$ cat src/rtl/priv_mode_decoder.sv
module priv_mode_decoder #(
  parameter int ADDR_W   = 64,
  parameter int NARROW_W = 32
) (
  input  logic              clk,
  input  logic              rst_n,
  input  logic              wr_en,
  input  logic [1:0]        wr_ksu,
  input  logic              wr_kx,
  input  logic              wr_sx,
  input  logic              wr_ux,
  input  logic              wr_xx,
  input  logic              exc_enter,
  input  logic              err_enter,
  input  logic              exc_return,
  input  logic [ADDR_W-1:0] vaddr_in,
  output logic [1:0]        mode,
  output logic              addr64_en,
  output logic              isa3_en,
  output logic              isa4_en,
  output logic              priv_viol,
  output logic [ADDR_W-1:0] vaddr_out
);

  localparam logic [1:0] M_KERN = 2'b00;
  localparam logic [1:0] M_SUP  = 2'b01;
  localparam logic [1:0] M_USER = 2'b10;
  localparam int EXT_W = ADDR_W - NARROW_W;

  logic [1:0] ksu_q;
  logic       exl_q, erl_q;
  logic       kx_q, sx_q, ux_q, xx_q;
  logic       viol_q;
  logic       wr_ok, wr_bad;

  always_comb begin
    if (exl_q || erl_q) mode = M_KERN;
    else begin
      case (ksu_q)
        2'b00:   mode = M_KERN;
        2'b01:   mode = M_SUP;
        default: mode = M_USER;
      endcase
    end
  end

  assign wr_ok  = wr_en && (mode == M_KERN);
  assign wr_bad = wr_en && (mode != M_KERN);

  always_ff @(posedge clk or negedge rst_n) begin
    if (!rst_n) begin
      ksu_q  <= 2'b00;
      exl_q  <= 1'b0;
      erl_q  <= 1'b1;
      kx_q   <= 1'b0;
      sx_q   <= 1'b0;
      ux_q   <= 1'b0;
      xx_q   <= 1'b0;
      viol_q <= 1'b0;
    end else begin
      viol_q <= wr_bad;
      erl_q  <= err_enter || (erl_q && !exc_return);
      exl_q  <= exc_enter || (exl_q && !(exc_return && !erl_q));
      if (wr_ok) begin
        ksu_q <= wr_ksu;
        kx_q  <= wr_kx;
        sx_q  <= wr_sx;
        ux_q  <= wr_ux;
        xx_q  <= wr_xx;
      end
    end
  end

  assign priv_viol = viol_q;

  always_comb begin
    case (mode)
      M_KERN: begin
        addr64_en = kx_q;
        isa3_en   = 1'b1;
        isa4_en   = 1'b1;
      end
      M_SUP: begin
        addr64_en = sx_q;
        isa3_en   = sx_q;
        isa4_en   = 1'b1;
      end
      default: begin
        addr64_en = ux_q;
        isa3_en   = ux_q;
        isa4_en   = xx_q;
      end
    endcase
  end

  assign vaddr_out = addr64_en ? vaddr_in
                   : {{EXT_W{vaddr_in[NARROW_W-1]}}, vaddr_in[NARROW_W-1:0]};

  AST_FORCED_KERNEL: assert property (@(posedge clk) disable iff (!rst_n)
    (exl_q || erl_q) |-> (mode == M_KERN));

  AST_BAD_WRITE_IGNORED: assert property (@(posedge clk) disable iff (!rst_n)
    (wr_en && mode != M_KERN) |=> ($stable(ksu_q) && $stable(kx_q) && $stable(sx_q)
                                   && $stable(ux_q) && $stable(xx_q) && priv_viol));

  AST_VIOL_CAUSE: assert property (@(posedge clk) disable iff (!rst_n)
    priv_viol |-> $past(wr_en && mode != M_KERN));

  AST_SUBSET4_PRIV: assert property (@(posedge clk) disable iff (!rst_n)
    (mode != M_USER) |-> isa4_en);

  AST_NARROW_ADDR: assert property (@(posedge clk) disable iff (!rst_n)
    !addr64_en |-> (vaddr_out[ADDR_W-1:NARROW_W] == {EXT_W{vaddr_out[NARROW_W-1]}}));

  AST_RETURN_CLEARS_ERL: assert property (@(posedge clk) disable iff (!rst_n)
    (exc_return && erl_q && !err_enter) |=> !erl_q);

  AST_ENTRY_SETS_EXL: assert property (@(posedge clk) disable iff (!rst_n)
    exc_enter |=> (exl_q && mode == M_KERN));

endmodule

$ cat config.mk
export PLATFORM = sky130hd
export DESIGN_NAME = priv_mode_decoder
export DESIGN_NICKNAME = d
export VERILOG_FILES = /design/src/rtl/priv_mode_decoder.sv
export SDC_FILE = /design/constraint.sdc
export NUM_CORES = 1
export LEC_CHECK = 0
export CAP_MARGIN = 0
export CORE_ASPECT_RATIO = 1.5
export CORE_MARGIN = 2
export CORE_UTILIZATION = 27
export DETAILED_ROUTE_END_ITERATION = 8
export PLACE_DENSITY = 0.78
export SLEW_MARGIN = 0
export SYNTH_ARGS = -nofsm -noshare
export SYNTH_HDL_FRONTEND = slang
export SYNTH_SLANG_ARGS = --single-unit
$ cat constraint.sdc
create_clock -name clk -period 1.57 [get_ports clk]
set_input_delay 0.314 -clock clk [delete_from_list [all_inputs] [get_ports clk]]
set_output_delay 0.314 -clock clk [all_outputs]
set_load 0.01 [all_outputs]
==> reports/metrics.yaml <==
start_util: 0.281
finalCritPeriodShare: 1.36
synth-edff-count: 0
overflow: 0
grt_pass1_vias: 1487
status: "finished with violations"
path_cells: "nor2b_4 -> o21a_4 -> buf_12 -> buf_12 -> o311ai_2 -> buf_2"
clock_skew_ns: 0.00157
routed_wirelength_um: 4870
postLayoutCoreUtil: 0.548
synthAdderAreaFrac: 0
grt_pass1_wl_um: 7300
max_freq_mhz: 467
hold_ws_ns: 0.372
leakage_uw: 0.00122
clkTransAtPathRegs_ns: 0.04
p_per_area_nw_per_um2: 564
synth_top_family_by_area: "compound AO/OA/AOI/OAI gates"
ctsRootBufferMaster: "clkbuf_8"
r2r_slack_ns: 0.06
fillers: 420
synth_seq_cells: 9
grt_usage: 0.157
cap_violations: 0
insertion_delay_ns: 0.23
start_kind: "flip-flop"
tritoncts: "done"
setup_viol: 36
synth-xor-area-share: 0
slew_violations: 0
synthCells: 145
relSlewSlack: 0.739
tightest_slew_ns: 0.391
num_rows: 32
hp-class: "in2async"
endpoint_kind: "output port"
crit_required_ns: 1.26
async_flop_share: 1.00
place_ws_ns: -0.763
synth.distinct_cells: 28
final-hold-violation-count: 0
startpoint: "ksu_q[1]$_DFFE_PN0P_"
fp.dieH_um: 93.7
io_pins: 146
critical_path_arrival_ns: 1.83
setup_ws_ns: -0.573
fin_crit_ns: 2.14
num_vias: 1389
detailedPlacementHpwl_um: 3360
cp_slowest_cell: "dfrtp_2"
drc: 0
path_common_cell: "buf_12"
critPathKind: "reg2out"
final_nets: 309
path_max_fanout: 8
ff2ff_path_depth: 4
tns_ns: -16.09
synth-main-ff-cell: "dfrtp_1"
drtAntennaViolNets: 0
syn-num-nets: 221
stdcell_count: 300
synth_compound_area_frac: 0.404
htreeDepth: 1
worstReg2RegStart: "exl_q$_DFF_PN0_"
cts_buffer_depth: 2
io_buffers: 83
cts.sinks: 9
violations: "setup timing"
netlist_area_um2: 1450
cts_inserted_buffers: 3
area_growth_pct: 95.4
postSynthAreaPerCell_um2: 9.99
die_w_um: 63.8
ys_seq_area_frac: 0.156
place.gp.congestion: 0.720
peakVddDrop_uv: 354
wl_per_cell_um: 16.2
die_area_um2: 5980
antenna_found_initial: 0
num_antenna_cells: 0
crit_end: "vaddr_out[33]"
drive_gt1_frac: 0.603
via_per_inst: 4.63
ys_warn_count: 0
max_stage_delay_ns: 0.44
core_area_um2: 5160
synthSimpleGateAreaFrac: 0.0604
rsz0062_at_grt: "yes"
synthMuxAreaShare: 0.0466
dr.pass1.iters: 4
grt_start_max_net_pins: 12
r2r_end: "ux_q$_DFFE_PN0P_"
drt_iter0_markers: 21
dp.cells: 275
## routing by layer
layer | GRT usage | wire length (µm)
met5 | 0 | 0
met4 | 0.0924 | 222
met3 | 0.0312 | 279
met2 | 0.314 | 2870
met1 | 0.138 | 1500
## critical path: cells and delay by family, from the launching register on
kind | cells | cell delay (ns)
buffers and inverters | 3 | 0.50
and+or+nand+nor | 1 | 0.15
DFF | 1 | 0.44
AOI/OAI and AO/OA | 2 | 0.51
## synthesized netlist by cell type (2+ instances only)
cell | count | area, µm²
o311ai_2 | 29 | 472
dfrtp_1 | 8 | 200
clkbuf_8 | 2 | 27.5
buf_2 | 3 | 15.0
nand2b_1 | 2 | 12.5
buf_4 | 35 | 263
inv_1 | 35 | 131
o311ai_0 | 2 | 17.5
mux2_2 | 6 | 67.6
buf_6 | 4 | 45.0
nor2_1 | 2 | 7.51
## registers in the layout, summed over array words and instances (netlist names)
register	count
ksu_q	2
erl_q	1
exl_q	1
kx_q	1
priv_viol	1
sx_q	1
ux_q	1
xx_q	1
## worst min-delay path by stage
stage / cells past startpoint / from / end / slack (ns)
after CTS: 1 / rst_n / priv_viol$_DFF_PN0_ / 0.38
after global placement: 1 / xx_q$_DFFE_PN0P_ / xx_q$_DFFE_PN0P_ / 0.49
final: 1 / rst_n / priv_viol$_DFF_PN0_ / 0.37
after floorplan: 0 / rst_n / exl_q$_DFF_PN0_ / 0.02
after global routing: 1 / rst_n / priv_viol$_DFF_PN0_ / 0.39
after detailed placement: 1 / xx_q$_DFFE_PN0P_ / xx_q$_DFFE_PN0P_ / 0.49
## area by class of cell
class	count	area (µm²)	area share
timing repair buffer	127	1260	0.445
multi-input combinational	57	1080	0.381
inverter	35	134	0.0473
tap	68	85.1	0.0300
clock buffer	4	45.0	0.0159
sequential	9	228	0.0804
## report_power, final
part / internal (µW) / switching (µW) / total, µW
Clock: 177 / 90.3 / 267
Combinational: 606 / 445 / 1050
Sequential: 257 / 23.4 / 280
## repair_timing
item                       4_1_cts  5_1_grt
hold buffers                     0        0
cloned                           4        0
buffers inserted                16        5
pin swaps                       12        5
resized for setup              181       21
hold endpoints to repair         0        0
setup endpoints to repair       38       39
## per-stage QoR
stage / area [µm²] / power [µW]
floorplan: 1670 / 868
global placement: 2490 / 1210
detailed placement: 2490 / 1230
CTS: 2760 / 1560
global route: 2830 / 1680
finish: 2830 / 1600
## placed cells by master (no fill, tap or decap), types with 2 or more instances in the layout
cell	count
buf_12	12
buf_2	35
buf_4	15
buf_6	10
buf_8	7
clkbuf_8	3
clkdlybuf4s50_1	45
dfrtp_1	7
inv_1	34
mux2_2	6
nand2b_1	2
nor2_2	2
o211ai_4	2
o311ai_2	3
o311ai_4	28
or2_4	2
## kinds of logic (layout without fill, tap and decap cells)
logic type / after synthesis / in the layout
compound gates: 39 / 39
buf+inv: 79 / 166
flops: 9 / 9
mux: 6 / 6
simple gates: 12 / 12
Note: power is estimated with default switching activity, not from simulation.
